## config.mk

```make
export PLATFORM = sky130hd
export DESIGN_NAME = cache_hazard_check
export DESIGN_NICKNAME = d
export VERILOG_FILES = /design/src/rtl/hzd_pkg.sv /design/src/rtl/hzd_line_match.sv /design/src/rtl/hzd_replay_scan.sv /design/src/rtl/cache_hazard_check.sv
export SDC_FILE = /design/constraint.sdc
export NUM_CORES = 1
export LEC_CHECK = 0
export BUFFER_PORTS_ARGS = -buffer_cell sky130_fd_sc_hd__buf_4
export CORE_AREA = 4 4 322 324
export DETAILED_ROUTE_END_ITERATION = 8
export DIE_AREA = 0 0 326 328
export PLACE_DENSITY = 0.37
export SYNTH_ARGS = -nofsm -noshare
export SYNTH_HDL_FRONTEND = slang
export SYNTH_SLANG_ARGS = --single-unit
export TNS_END_PERCENT = 20
```

## constraint.sdc

```tcl
create_clock -name vclk -period 13.2
set_input_delay 0 -clock vclk [all_inputs]
set_output_delay 0 -clock vclk [all_outputs]
set_load 0.01 [all_outputs]
```

## src/rtl/hzd_pkg.sv

```systemverilog
package hzd_pkg;
  typedef enum logic [2:0] {
    REQ_LOAD      = 3'd0,
    REQ_STORE     = 3'd1,
    REQ_PRELOAD   = 3'd2,
    REQ_UNLOCK    = 3'd3,
    REQ_INVAL     = 3'd4,
    REQ_INVAL_ALL = 3'd5,
    REQ_REPLAY    = 3'd6
  } req_kind_e;
  localparam int KIND_W = 3;
endpackage

```

## src/rtl/hzd_line_match.sv

```systemverilog
module hzd_line_match #(
  parameter int ADDR_W = 32,
  parameter int OFF_W  = 5,
  parameter int PRIO_W = 8,
  parameter int QDEPTH = 4,
  parameter int NWAIT  = 2
) (
  input  logic [ADDR_W-1:OFF_W]         line_i,
  input  logic                          wild_i,
  input  logic [PRIO_W-1:0]             prio_i,
  input  logic [QDEPTH-1:0]             q_vld_i,
  input  logic [QDEPTH*ADDR_W-1:0]      q_addr_i,
  input  logic [QDEPTH*PRIO_W-1:0]      q_prio_i,
  input  logic                          tail_vld_i,
  input  logic [ADDR_W-1:0]             tail_addr_i,
  input  logic [2*NWAIT-1:0]            w_vld_i,
  input  logic [2*NWAIT*ADDR_W-1:0]     w_addr_i,
  input  logic [2*NWAIT*PRIO_W-1:0]     w_prio_i,
  input  logic [1:0]                    ov_vld_i,
  input  logic [2*ADDR_W-1:0]           ov_addr_i,
  input  logic [2*PRIO_W-1:0]           ov_prio_i,
  output logic                          hit_o
);
  localparam int LINE_W = ADDR_W - OFF_W;

  logic q_hit, t_hit, w_hit, o_hit;

  function automatic logic same_line(input logic [ADDR_W-1:0] a,
                                     input logic [LINE_W-1:0] ln,
                                     input logic wild);
    return wild || (a[ADDR_W-1:OFF_W] == ln);
  endfunction

  always_comb begin
    q_hit = 1'b0;
    for (int i = 0; i < QDEPTH; i++) begin
      if (q_vld_i[i] && same_line(q_addr_i[i*ADDR_W +: ADDR_W], line_i, wild_i)
          && (q_prio_i[i*PRIO_W +: PRIO_W] < prio_i))
        q_hit = 1'b1;
    end
    t_hit = tail_vld_i && same_line(tail_addr_i, line_i, wild_i);
    w_hit = 1'b0;
    for (int j = 0; j < 2*NWAIT; j++) begin
      if (w_vld_i[j] && same_line(w_addr_i[j*ADDR_W +: ADDR_W], line_i, wild_i)
          && (w_prio_i[j*PRIO_W +: PRIO_W] < prio_i))
        w_hit = 1'b1;
    end
    o_hit = 1'b0;
    for (int m = 0; m < 2; m++) begin
      if (ov_vld_i[m] && same_line(ov_addr_i[m*ADDR_W +: ADDR_W], line_i, wild_i)
          && (ov_prio_i[m*PRIO_W +: PRIO_W] < prio_i))
        o_hit = 1'b1;
    end
    hit_o = q_hit | t_hit | w_hit | o_hit;

    if (wild_i && tail_vld_i)
      AST_WILD_TAIL: assert (hit_o) else $error("wildcard missed tail");
    if (tail_vld_i && (tail_addr_i[ADDR_W-1:OFF_W] == line_i))
      AST_TAIL_ANY_PRIO: assert (hit_o) else $error("tail match missed");
    if (prio_i == '0)
      AST_TOP_PRIO_QUEUE: assert (!q_hit) else $error("queue beat prio 0");
    if (prio_i == '0)
      AST_TOP_PRIO_WAIT: assert (!w_hit) else $error("wait beat prio 0");
    if (prio_i == '0)
      AST_TOP_PRIO_OVF: assert (!o_hit) else $error("ovf beat prio 0");
    AST_HIT_NEEDS_SOURCE: assert (!hit_o || (|q_vld_i) || tail_vld_i
                                  || (|w_vld_i) || (|ov_vld_i))
      else $error("hit with no valid source");
  end
endmodule

```

## src/rtl/hzd_replay_scan.sv

```systemverilog
module hzd_replay_scan
  import hzd_pkg::*;
#(
  parameter int NSLOT = 6
) (
  input  logic [NSLOT-1:0]        vld_i,
  input  logic [NSLOT*KIND_W-1:0] kind_i,
  output logic                    found_o
);
  always_comb begin
    found_o = 1'b0;
    for (int s = 0; s < NSLOT; s++) begin
      if (vld_i[s] && (kind_i[s*KIND_W +: KIND_W] == REQ_REPLAY))
        found_o = 1'b1;
    end
  end
endmodule

```

## src/rtl/cache_hazard_check.sv

```systemverilog
module cache_hazard_check
  import hzd_pkg::*;
#(
  parameter int ADDR_W     = 32,
  parameter int LINE_BYTES = 32,
  parameter int PRIO_W     = 8,
  parameter int QDEPTH     = 4,
  parameter int STAGES     = 3,
  parameter int NWAIT      = 2,
  parameter int MAX_LINES  = 4
) (
  input  logic [ADDR_W-1:0]                  cand_addr_i,
  input  logic [PRIO_W-1:0]                  cand_prio_i,
  input  logic [2:0]                         cand_kind_i,
  input  logic                               cand_pipe_i,
  input  logic [$clog2(MAX_LINES+1)-1:0]     cand_lines_i,
  input  logic [2*QDEPTH-1:0]                q_vld_i,
  input  logic [2*QDEPTH*ADDR_W-1:0]         q_addr_i,
  input  logic [2*QDEPTH*PRIO_W-1:0]         q_prio_i,
  input  logic [2*STAGES-1:0]                st_vld_i,
  input  logic [2*STAGES*ADDR_W-1:0]         st_addr_i,
  input  logic [2*STAGES*3-1:0]              st_kind_i,
  input  logic [2*NWAIT-1:0]                 w_vld_i,
  input  logic [2*NWAIT*ADDR_W-1:0]          w_addr_i,
  input  logic [2*NWAIT*PRIO_W-1:0]          w_prio_i,
  input  logic [1:0]                         ov_vld_i,
  input  logic [2*ADDR_W-1:0]                ov_addr_i,
  input  logic [2*PRIO_W-1:0]                ov_prio_i,
  output logic                               interfere_o
);
  localparam int OFF_W  = $clog2(LINE_BYTES);
  localparam int LINE_W = ADDR_W - OFF_W;
  localparam int CNT_W  = $clog2(MAX_LINES+1);

  logic [LINE_W-1:0]        cand_line;
  logic                     inval_all;
  logic [CNT_W-1:0]         lines_used;
  logic [QDEPTH-1:0]        own_vld;
  logic [QDEPTH*ADDR_W-1:0] own_addr;
  logic [QDEPTH*PRIO_W-1:0] own_prio;
  logic                     tail_vld;
  logic [ADDR_W-1:0]        tail_addr;
  logic [MAX_LINES-1:0]     line_hit;
  logic [MAX_LINES-1:0]     line_en;
  logic                     replay_any;

  assign cand_line = cand_addr_i[ADDR_W-1:OFF_W];
  assign inval_all = (cand_kind_i == REQ_INVAL_ALL);

  // Line count for a multi-line preload; every other kind checks one line.
  always_comb begin
    lines_used = CNT_W'(1);
    if (cand_kind_i == REQ_PRELOAD) begin
      if (cand_lines_i == '0)
        lines_used = CNT_W'(1);
      else if (cand_lines_i > CNT_W'(MAX_LINES))
        lines_used = CNT_W'(MAX_LINES);
      else
        lines_used = cand_lines_i;
    end
  end

  // Own queue and opposite pipe's final stage.
  always_comb begin
    if (cand_pipe_i) begin
      own_vld   = q_vld_i[2*QDEPTH-1:QDEPTH];
      own_addr  = q_addr_i[2*QDEPTH*ADDR_W-1:QDEPTH*ADDR_W];
      own_prio  = q_prio_i[2*QDEPTH*PRIO_W-1:QDEPTH*PRIO_W];
      tail_vld  = st_vld_i[STAGES-1];
      tail_addr = st_addr_i[(STAGES-1)*ADDR_W +: ADDR_W];
    end else begin
      own_vld   = q_vld_i[QDEPTH-1:0];
      own_addr  = q_addr_i[QDEPTH*ADDR_W-1:0];
      own_prio  = q_prio_i[QDEPTH*PRIO_W-1:0];
      tail_vld  = st_vld_i[2*STAGES-1];
      tail_addr = st_addr_i[(2*STAGES-1)*ADDR_W +: ADDR_W];
    end
  end

  for (genvar k = 0; k < MAX_LINES; k++) begin : g_line
    logic [LINE_W-1:0] ln;
    logic              wl;
    assign ln         = cand_line + LINE_W'(k);
    assign wl         = inval_all || (&ln);
    assign line_en[k] = (CNT_W'(k) < lines_used);

    hzd_line_match #(
      .ADDR_W (ADDR_W),
      .OFF_W  (OFF_W),
      .PRIO_W (PRIO_W),
      .QDEPTH (QDEPTH),
      .NWAIT  (NWAIT)
    ) u_match (
      .line_i      (ln),
      .wild_i      (wl),
      .prio_i      (cand_prio_i),
      .q_vld_i     (own_vld),
      .q_addr_i    (own_addr),
      .q_prio_i    (own_prio),
      .tail_vld_i  (tail_vld),
      .tail_addr_i (tail_addr),
      .w_vld_i     (w_vld_i),
      .w_addr_i    (w_addr_i),
      .w_prio_i    (w_prio_i),
      .ov_vld_i    (ov_vld_i),
      .ov_addr_i   (ov_addr_i),
      .ov_prio_i   (ov_prio_i),
      .hit_o       (line_hit[k])
    );
  end

  hzd_replay_scan #(
    .NSLOT (2*STAGES)
  ) u_replay (
    .vld_i   (st_vld_i),
    .kind_i  (st_kind_i),
    .found_o (replay_any)
  );

  always_comb begin
    interfere_o = (|(line_hit & line_en))
                  || ((cand_kind_i != REQ_REPLAY) && replay_any);

    if ((cand_kind_i != REQ_REPLAY) && replay_any)
      AST_REPLAY_YIELD: assert (interfere_o) else $error("replay not yielded");
    if (cand_kind_i != REQ_PRELOAD)
      AST_SINGLE_LINE: assert (line_en == MAX_LINES'(1)) else $error("span on non-preload");
    if ((cand_kind_i == REQ_REPLAY) && !(|(line_hit & line_en)))
      AST_REPLAY_CAND_FREE: assert (!interfere_o) else $error("replay candidate blocked");
  end
endmodule

```

Yosys cells after proc, flatten, opt, wreduce, memory -nomap -nowiden
Index checks and enable logic that the tools add are counted.

Bits in registers: 0. Input bits: 837. Output and inout bits: 1. Word-level logic and storage cells: 284.

$add $sub $neg: 3. Magnitude comparators: 15. Equality and inequality tests: 53. Muxes and demuxes: 54. Bitwise gates (word level): 13. Reductions and logical operators: 146.

Operators by type and width (count): 27-bit equality test (44); 128-bit 2-to-1 mux (1); 27-bit AND reduction (4); 1-bit logical AND (91); 8-bit < comparator (10); 32-bit 2-to-1 mux (2); 27-bit by 2-bit adder with 27-bit output (second input constant) (2); 1-bit logical OR (49); 1-bit 2-to-1 mux (47); 27-bit by 1-bit adder with 27-bit output (second input constant) (1); 3-bit equality test (second input constant) (7); 1-bit OR (12); 3-bit 2-to-1 mux (3); 1-bit by 3-bit < comparator with 1-bit output (first input constant) (2); 2-bit by 3-bit < comparator with 1-bit output (first input constant) (2); 4-bit AND (1); 4-bit 2-to-1 mux (1); 4-bit OR reduction (1); 3-bit by 2-bit equality test with 1-bit output (second input constant) (1); 3-bit > comparator (second input constant) (1); 3-bit zero test (1); 3-bit != test (second input constant) (1).

Depth between registers and ports, before layout
Gate-level depths: netlist of run 1.

Word-level depth: 16. Gate-level depth with buffers: 20. Depth with buffers taken out: 13.

Modules after synthesis
Synthesis of run 1 repeated with hierarchy kept, for this count alone.

Cell total of the unflattened synthesis: 2982. Area total of the unflattened synthesis: 24897.6 um^2.

By module, submodules not included: hzd_line_match (g_line[2].u_match ...) (times used 2, cells each 608, area each 5127.4 um^2, sequential area each 0.0 um^2); hzd_line_match (g_line[0].u_match ...) (times used 2, cells each 615, area each 5067.4 um^2, sequential area each 0.0 um^2); cache_hazard_check (times used 1, cells each 528, area each 4441.8 um^2, sequential area each 0.0 um^2); hzd_replay_scan (times used 1, cells each 8, area each 66.3 um^2, sequential area each 0.0 um^2).

Least setup slack after synthesis of run 1
Ideal clock, no wire load.

Kind: input -> output. Start: in cand_pipe_i. End: out interfere_o. Data arrival time: 4297 ps. Data required time: 13200 ps. Setup slack: 8903 ps. Stages: 20. Path buffers: 7. Cells stage by stage: buf_2 > buf_2 > buf_4 > buf_4 > buf_2 > clkbuf_1 > clkbuf_1 > mux2_2 > ha_1 > a21o_1 > a21oi_1 > a31oi_1 > a2111oi_0 > nor2b_1 > and4_1 > a32oi_1 > nand4_1 > o32ai_1 > a21oi_1 > a211o_1.

Word-level cells in the longest chain between the ends: 15. Elaborated cells between the ends (all ways): 116. Classes of those cells: 4 x order compare; 20 x eq/ne; 21 x mux; 13 x bitwise; 58 x reduce/logical.

Ends and longest elaborated chain: start: declaration (line cache_hazard_check.sv:15) `input logic cand_pipe_i,`; branches (longest 12 deep; another with 8-bit < comparator); 4-bit AND *; 4-bit OR reduction *; 1-bit logical OR * (line cache_hazard_check.sv:122) `|| ((cand_kind_i != REQ_REPLAY) && replay_any);`; end: declaration (line cache_hazard_check.sv:29) `output logic interfere_o`.

Every way passes the cells marked *.

Worst setup path after layout of run 1
Start: in cand_addr_i[7]. End: out interfere_o.

Word-level cells in the longest chain between the ends: 16. Elaborated cells between the ends (all ways): 238. Classes of those cells: 3 x add/sub; 44 x eq/ne; 40 x mux; 13 x bitwise; 138 x reduce/logical.

Ends and longest elaborated chain: start: declaration (line cache_hazard_check.sv:12) `input logic [ADDR_W-1:0] cand_addr_i,`; 27-bit by 1-bit adder with 27-bit output or 27-bit by 2-bit adder with 27-bit output (tied branches) (line cache_hazard_check.sv:83) `assign ln = cand_line + LINE_W'(k);`; 27-bit AND reduction (line cache_hazard_check.sv:84) `assign wl = inval_all || (&ln);`; 1-bit logical OR (line cache_hazard_check.sv:84); 1-bit logical OR (line hzd_line_match.sv:31) `return wild || (a[ADDR_W-1:OFF_W] == ln);`; 1-bit logical AND (line hzd_line_match.sv:37) `if (q_vld_i[i] && same_line(q_addr_i[i*ADDR_W +: ADDR_W], line_i, wild_i)`; 1-bit logical AND (line hzd_line_match.sv:38) `&& (q_prio_i[i*PRIO_W +: PRIO_W] < prio_i))`; 1-bit 2-to-1 mux (4 in series) (line hzd_line_match.sv:37); 1-bit OR (3 in series) (line hzd_line_match.sv:54) `hit_o = q_hit | t_hit | w_hit | o_hit;`; 4-bit AND *; 4-bit OR reduction *; 1-bit logical OR * (line cache_hazard_check.sv:122).

Every way passes the cells marked *; elsewhere a longest branch is shown, timed or not.

==> out/summary.txt, run 1 <==
Outcome -> complete, no violations
Die Y -> 328 um
Max Clk Rate -> 155 MHz
Final Max Tran Viols -> 0
Worst-Margin Slew -> 1350 ps
Top cell type's share of synthesized area -> 0.321
CP bufs+invs -> 5
RSZ-0062 raised after global routing -> false
Simple-gate share of the synthesized area -> 0.226
Num ports -> 838
First-pass iteration count of the detailed router -> 6
Wire per inst -> 39.3 um
Cts hold-fix bufs -> 0
Worst setup SP type -> input pin
Most frequent cells in the layout -> 754 x buf_4, 734 x xnor2_1, 313 x xor2_1
Core area -> 101,000 sq um
Critical Path AT -> 6470 ps
Die X -> 326 um
CP Cell Sequence -> buf_4 > ha_1 > buf_4 > nand3_2 > buf_4 > nor2_4 > and2_1 > xnor2_2 > buf_4 > or4_1 > nor4b_2 > a31oi_2 > a21boi_0 > a2111oi_1 > nand4b_1 > a211o_1 > buf_4
Post-layout util -> 0.267
Critical path's top delay family -> compound AO/OA/AOI/OAI gates
DR iter-0 viols -> 3,465
Xor/xnor share of the synthesized area -> 0.469
Average size of a mapped cell -> 7.61 sq um
CP Capture Type -> primary output
Gr usage total -> 0.318
Drt total wl -> 181 mm
Largest family of logic cells by synthesized area -> XOR/XNOR gates
Hold Vio Cnt, Final -> 0
Area delta synth->final -> 33.9%
Crit Path Class -> input pin to primary output
Cells after Synth -> 2,646
Starting Density -> 0.199
Filler cells -> 11,400
Port Buffers -> 625
Register area -> 0 sq um
Min-delay worst type -> input pin to primary output
Worst slew margin -> 0.0943
First-pass GRT wire length -> 232 mm
Pin count of the biggest net entering global routing -> 101
Yosys cell types -> 86
Synth area leaders -> xnor2_1 32%, xor2_1 14%, mux2i_1 7.4%
DRC -> 0
Die Footprint -> 107,000 sq um
Worst path slowest cell -> a2111oi_1
Period utilization -> 0.490
CP peak stage delay -> 1180 ps
Share of cells above drive strength 1 -> 0.270
Mux contribution to synthesized area -> 0.0909
Initial antenna violation count -> 7
Number of nets in the layout -> 4,140
Flip-flop and latch count -> 0
HPWL after detailed placement -> 137 mm
Most used cell, CP -> buf_4
Endpoints failing setup -> 0
TNS Setup -> 0 ps
Post-DRT Antenna Nets -> 0
Syn Nets -> 3,559
Area taken by multi-input logic gates -> 19,400 sq um
Vias in the first global route -> 24,800
Synth Cell Area -> 20,100 sq um
Number of maximum-capacitance violations -> 0
YS warnings -> 0
Postcts setup bufs -> 0
Origin of the worst min-delay path -> cand_lines_i[0]
Routability cong. -> 1.05
Critical Path RT -> 13,200 ps
Commonest non-fill, non-tap cell in the layout -> buf_4
Via count -> 25,500
WHS Endpoint -> interfere_o
Post_cts resized -> 0
Sequential cell area fraction in the yosys report -> 0
Cell taking the most area after synthesis -> xnor2_1
Min Tclk post-route -> 6470 ps
Worst Hold Path Cells -> 5
Cell Rows -> 117
Remaining Overflow, GRT -> 0
Synth Area in Compound Gates -> 0.115
Post-Synth Adder-Cell Area -> 0.0472
Crit-path max FO -> 18
Clock buf count -> 0
Vias per std cell -> 5.55
==> per-stage QoR <==
step	cells	setup slack, ps	hold slack [ps]	area [sq um]
floorplan	2646	8900	251	20100
global placement	4593	7070	475	27000
detailed placement	4593	7070	511	27000
CTS	4593	7060	514	27000
global route	4593	6880	569	27000
finish	4595	6730	536	27000
==> final cells by class <==
class | count | area share
Antenna cell | 2 | 0.000186
Tap cell | 1368 | 0.0635
Inverter | 40 | 0.00557
Multi-Input combinational cell | 2429 | 0.720
Timing Repair Buffer | 756 | 0.211
==> synth_stat cells, types with 69 or more instances <==
cell type and number:
xnor2_1 738, nand4_1 134, ha_1 76, nand3_1 73
o21ai_0 83, nor4_1 118, buf_2 69, xor2_1 314
nor3_1 76, nor2_1 87, mux2i_1 149, a21oi_1 76
nand2_1 93
==> logic make-up after synthesis <==
| group | Yosys count |
|---|---|
| AO/OA/AOI/OAI | 347 |
| multiplexers | 179 |
| adder cells (fa/ha/maj) | 76 |
| AND/OR/NAND/NOR | 763 |
| buffers and inverters | 217 |
| XOR/XNOR | 1064 |
==> worst min-delay path, stage by stage <==
cell,delay (ps)
buf_4,80
a21oi_1,50
nor2_1,110
a211o_1,150
buf_4,140
==> how the worst max path moves through the flow <==
stage                     depth (start not counted)            from  slack [ps]     endpoint
final                                            17  cand_addr_i[7]        6730  interfere_o
after global routing                             17  cand_addr_i[7]        6880  interfere_o
after CTS                                        17  cand_addr_i[7]        7060  interfere_o
after detailed placement                         17  cand_addr_i[7]        7070  interfere_o
after global placement                           17  cand_addr_i[7]        7070  interfere_o
after floorplan                                  20     cand_pipe_i        8900  interfere_o
==> per-layer routing <==
metal	track usage	vias to the layer above	part of all wire
li1	-	10700	-
met1	0.388	12200	0.38
met2	0.495	2056	0.43
met3	0.0856	555	0.11
met4	0.203	2	0.081
met5	0	-	0.000055
==> run 2: changes to the inputs <==
Settings changed: CORE_AREA 4 4 322 324 to 4 4 328 330, DIE_AREA 0 0 326 328 to 0 0 332 334.
Clock period 13.2 ns to 5.6 ns, I/O delays scaled along.
==> out/summary.txt, run 2 (synthesis results as in run 1) <==
Core area -> 105,000 sq um (+3.6%)
Post-route insts no fill -> 4,826 (+5.0%)
Worst setup SP type -> input pin
Number of nets in the layout -> 4,347 (+5.0%)
Die X -> 332 um (+1.8%)
Die Y -> 334 um (+1.8%)
Final instance area -> 28,500 sq um (+5.6%)
Commonest non-fill, non-tap cell in the layout -> buf_4
Wire per inst -> 38.6 um (-1.8%)
Worst-Margin Slew -> 1510 ps (+154 ps)
Endpoints failing setup -> 1 (+1)
Register area -> 0 sq um (unchanged)
DRC -> 0 (unchanged)
Placed inst area -> 28,500 sq um (+5.6%)
First-pass GRT wire length -> 240 mm (+3.5%)
Num ports -> 838 (unchanged)
Clock buf count -> 0 (unchanged)
Routability cong. -> 1.07 (+1.3%)
Via count -> 26,500 (+3.9%)
Failing checks -> capacitance limit, slew limit, setup timing
Min-delay worst type -> input pin to primary output
Worst slew margin -> -0.0128 (-0.107)
Share of cells above drive strength 1 -> 0.310 (+0.0397)
Crit Path Class -> input pin to primary output
Outcome -> finished, violations left
Max Clk Rate -> 178 MHz
HPWL after detailed placement -> 151 mm (+10%)
Worst setup margin -> -29.3 ps (-6760 ps)
Post_cts resized -> 0 (unchanged)
Cells after DPL -> 4,823 (+5.0%)
Port Buffers -> 625 (unchanged)
DR iter-0 viols -> 3,433 (-0.92%)
Gr usage total -> 0.315 (-0.00313)
Die Footprint -> 111,000 sq um (+3.7%)
Cell Rows -> 119 (+1.7%)
Period utilization -> 1.01
Initial antenna violation count -> 11 (+4)
Drt total wl -> 186 mm (+3.1%)
CP Capture Type -> primary output
Remaining Overflow, GRT -> 0 (unchanged)
Area delta synth->final -> 41.4%
Post-DRT Antenna Nets -> 0 (unchanged)
Critical Path AT -> 5630 ps (-840 ps)
Pin count of the biggest net entering global routing -> 53 (-48%)
RSZ-0062 raised after global routing -> false
Vias in the first global route -> 25,900 (+4.3%)
Critical Path RT -> 5600 ps (-7600 ps)
First-pass iteration count of the detailed router -> 6 (unchanged)
Cts hold-fix bufs -> 0 (unchanged)
Min Tclk post-route -> 5630 ps
Vias per std cell -> 5.49 (-1.1%)
Filler cells -> 11,700 (+3.3%)
Dpl ws -> 339 ps (-6730 ps)
Number of maximum-capacitance violations -> 1 (+1)
Most frequent cells in the layout -> 956 x buf_4, 737 x xnor2_1, 314 x xor2_1
Postcts setup bufs -> 0 (unchanged)
Post-layout util -> 0.272 (+0.00506)
Flip-flop and latch count -> 0 (unchanged)
Area taken by multi-input logic gates -> 19,300 sq um (-0.72%)
Final Max Tran Viols -> 4 (+4)
Hold Vio Cnt, Final -> 0 (unchanged)
Crit-path max FO -> 18 (unchanged)
Starting Density -> 0.192 (-0.00696)
==> run 2: critical path, cell delays in order <==
cell and delay (ps):
buf_4 520, nand2_1 350, nor4_1 740, nand3_1 870
buf_4 480, xor2_1 180, nand4_1 190, o31ai_1 200
a2111oi_0 1140, buf_4 250, nand4b_1 100, a211o_1 380
buf_4 170
==> run 2: area by class of cell <==
type	instances	area share
Antenna cell	3	0.000264
Inverter	40	0.00527
Multi-Input combinational cell	2429	0.677
Tap cell	1391	0.0611
Timing Repair Buffer	963	0.257
==> run 2: final timing paths <==
| path | cells past startpoint | start | end | slack (ps) |
|---|---|---|---|---|
| max | 13 | cand_addr_i[27] | interfere_o | -30 |
| min | 5 | cand_lines_i[0] | interfere_o | 580 |
==> run 2: routing by layer <==
layer	vias up	wire (um)	global-route usage	share of wire
li1	11100	-	-	-
met1	12700	72200	0.393	0.39
met2	2135	79900	0.492	0.43
met3	578	19900	0.0775	0.11
met4	8	14100	0.186	0.076
met5	-	46	0	0.00025
==> run 2: metrics by stage <==
step	hold WS, ps	TNS, ps
after floorplan	251	0
after global placement	630	0
after detailed placement	613	0
after CTS	616	0
after global routing	648	0
final	578	-29.3
==> run 3: changes to the inputs <==
Settings changed: CORE_AREA 4 4 328 330 to 4 4 325 327, DIE_AREA 0 0 332 334 to 0 0 329 331, PLACE_DENSITY 0.37 to 0.38.
==> out/summary.txt, run 3 (synthesis results as in run 1) <==
Outcome -> complete, no violations
Area taken by multi-input logic gates -> 19,200 sq um (about the same)
CP Capture Type -> primary output
Clock buf count -> 0 (unchanged)
HPWL after detailed placement -> 149 mm (-1.3%)
Initial antenna violation count -> 10 (-1)
Register area -> 0 sq um (unchanged)
Critical Path AT -> 4990 ps (-640 ps)
Worst path slowest cell -> nand3_1
Most used cell, CP -> buf_4
Core area -> 103,000 sq um (-1.8%)
Worst slew margin -> 0.128 (+0.141)
Filler cells -> 11,500 (-2.0%)
TNS Setup -> 0 ps (+29.3 ps)
Area delta synth->final -> 40.5%
Worst-Margin Slew -> 1300 ps (-207 ps)
Die X -> 329 um (-0.90%)
Critical Path RT -> 5600 ps (about the same)
Number of maximum-capacitance violations -> 0 (-1)
Pin count of the biggest net entering global routing -> 72 (+36%)
CP Cell Sequence -> buf_4 > nand3_2 > nor4_4 > nand3_1 > buf_4 > xnor2_1 > nand3_1 > nor4_1 > buf_4 > a22oi_1 > nand4_1 > o21ai_1 > a21oi_1 > a211o_1 > buf_4
Placed inst area -> 28,300 sq um (-0.70%)
Share of cells above drive strength 1 -> 0.304 (-0.00615)
Via count -> 26,400 (-0.22%)
First-pass GRT wire length -> 238 mm (-1.1%)
Crit Path Class -> input pin to primary output
Period utilization -> 0.891 (-0.114)
Wire per inst -> 38.7 um (+0.23%)
Hold Vio Cnt, Final -> 0 (unchanged)
Port Buffers -> 625 (unchanged)
Worst setup SP type -> input pin
RSZ-0062 raised after global routing -> false
Die Y -> 331 um (-0.90%)
Cts hold-fix bufs -> 0 (unchanged)
CP peak stage delay -> 820 ps (-320 ps)
Commonest non-fill, non-tap cell in the layout -> buf_4
Min Tclk post-route -> 4990 ps (-638 ps)
Vias in the first global route -> 25,900 (unchanged)
WHS Endpoint -> interfere_o
Cell Rows -> 118 (-0.84%)
Flip-flop and latch count -> 0 (unchanged)
Most frequent cells in the layout -> 928 x buf_4, 737 x xnor2_1, 314 x xor2_1
Drt total wl -> 185 mm (-0.52%)
Starting Density -> 0.196 (+0.00357)
Num ports -> 838 (unchanged)
Postcts setup bufs -> 0 (unchanged)
Worst Hold Path Cells -> 5 (unchanged)
Number of nets in the layout -> 4,321 (-0.60%)
Crit-path max FO -> 23 (+5)
Routability cong. -> 1.04 (-2.7%)
First-pass iteration count of the detailed router -> 5 (-1)
Final instance area -> 28,300 sq um (-0.69%)
Post_cts resized -> 0 (unchanged)
Die Footprint -> 109,000 sq um (-1.8%)
Max Clk Rate -> 200 MHz (+13%)
Endpoints failing setup -> 0 (-1)
DR iter-0 viols -> 3,202 (-6.7%)
DRC -> 0 (unchanged)
Min-delay worst type -> input pin to primary output
Final Max Tran Viols -> 0 (-4)
Gr usage total -> 0.321 (+0.00640)
Origin of the worst min-delay path -> cand_lines_i[0]
Remaining Overflow, GRT -> 0 (unchanged)
Post-DRT Antenna Nets -> 0 (unchanged)
Vias per std cell -> 5.52 (+0.53%)
[run 3: how the worst max path moves through the flow]
stage / startpoint / end / cells past startpoint
after floorplan: cand_pipe_i / interfere_o / 20
after CTS: cand_addr_i[16] / interfere_o / 16
after global routing: cand_addr_i[6] / interfere_o / 15
after detailed placement: cand_addr_i[16] / interfere_o / 16
final: cand_addr_i[21] / interfere_o / 15
after global placement: cand_addr_i[16] / interfere_o / 16
[run 3: layout make-up]
type,count,area share
multi-input combinational,2429,0.681
timing repair buffer,937,0.253
tap,1380,0.0611
inverter,40,0.00531
antenna,4,0.000354
[run 3: routing by layer]
layer / wire length, um / vias to the layer above / global-route usage
li1: - / 11000 / -
met4: 15300 / 2 / 0.214
met5: 9 / - / 0
met1: 69900 / 12700 / 0.391
met2: 78600 / 2119 / 0.497
met3: 21400 / 597 / 0.0854
[run 3: critical path: cells and delay by family]
| family | cells | cell delay (ps) |
|---|---|---|
| compound gates | 4 | 1090 |
| xor+xnor | 1 | 140 |
| buf+inv | 4 | 1310 |
| simple gates | 6 | 2370 |
[run 3: metrics by stage]
step,instances,util,worst slack [ps],hold WS [ps]
after global placement,4786,0.275,979,557
after global routing,4786,0.275,677,618
after CTS,4786,0.275,982,590
after detailed placement,4786,0.275,993,590
final,4790,0.275,609,565
after floorplan,2646,-,1300,251
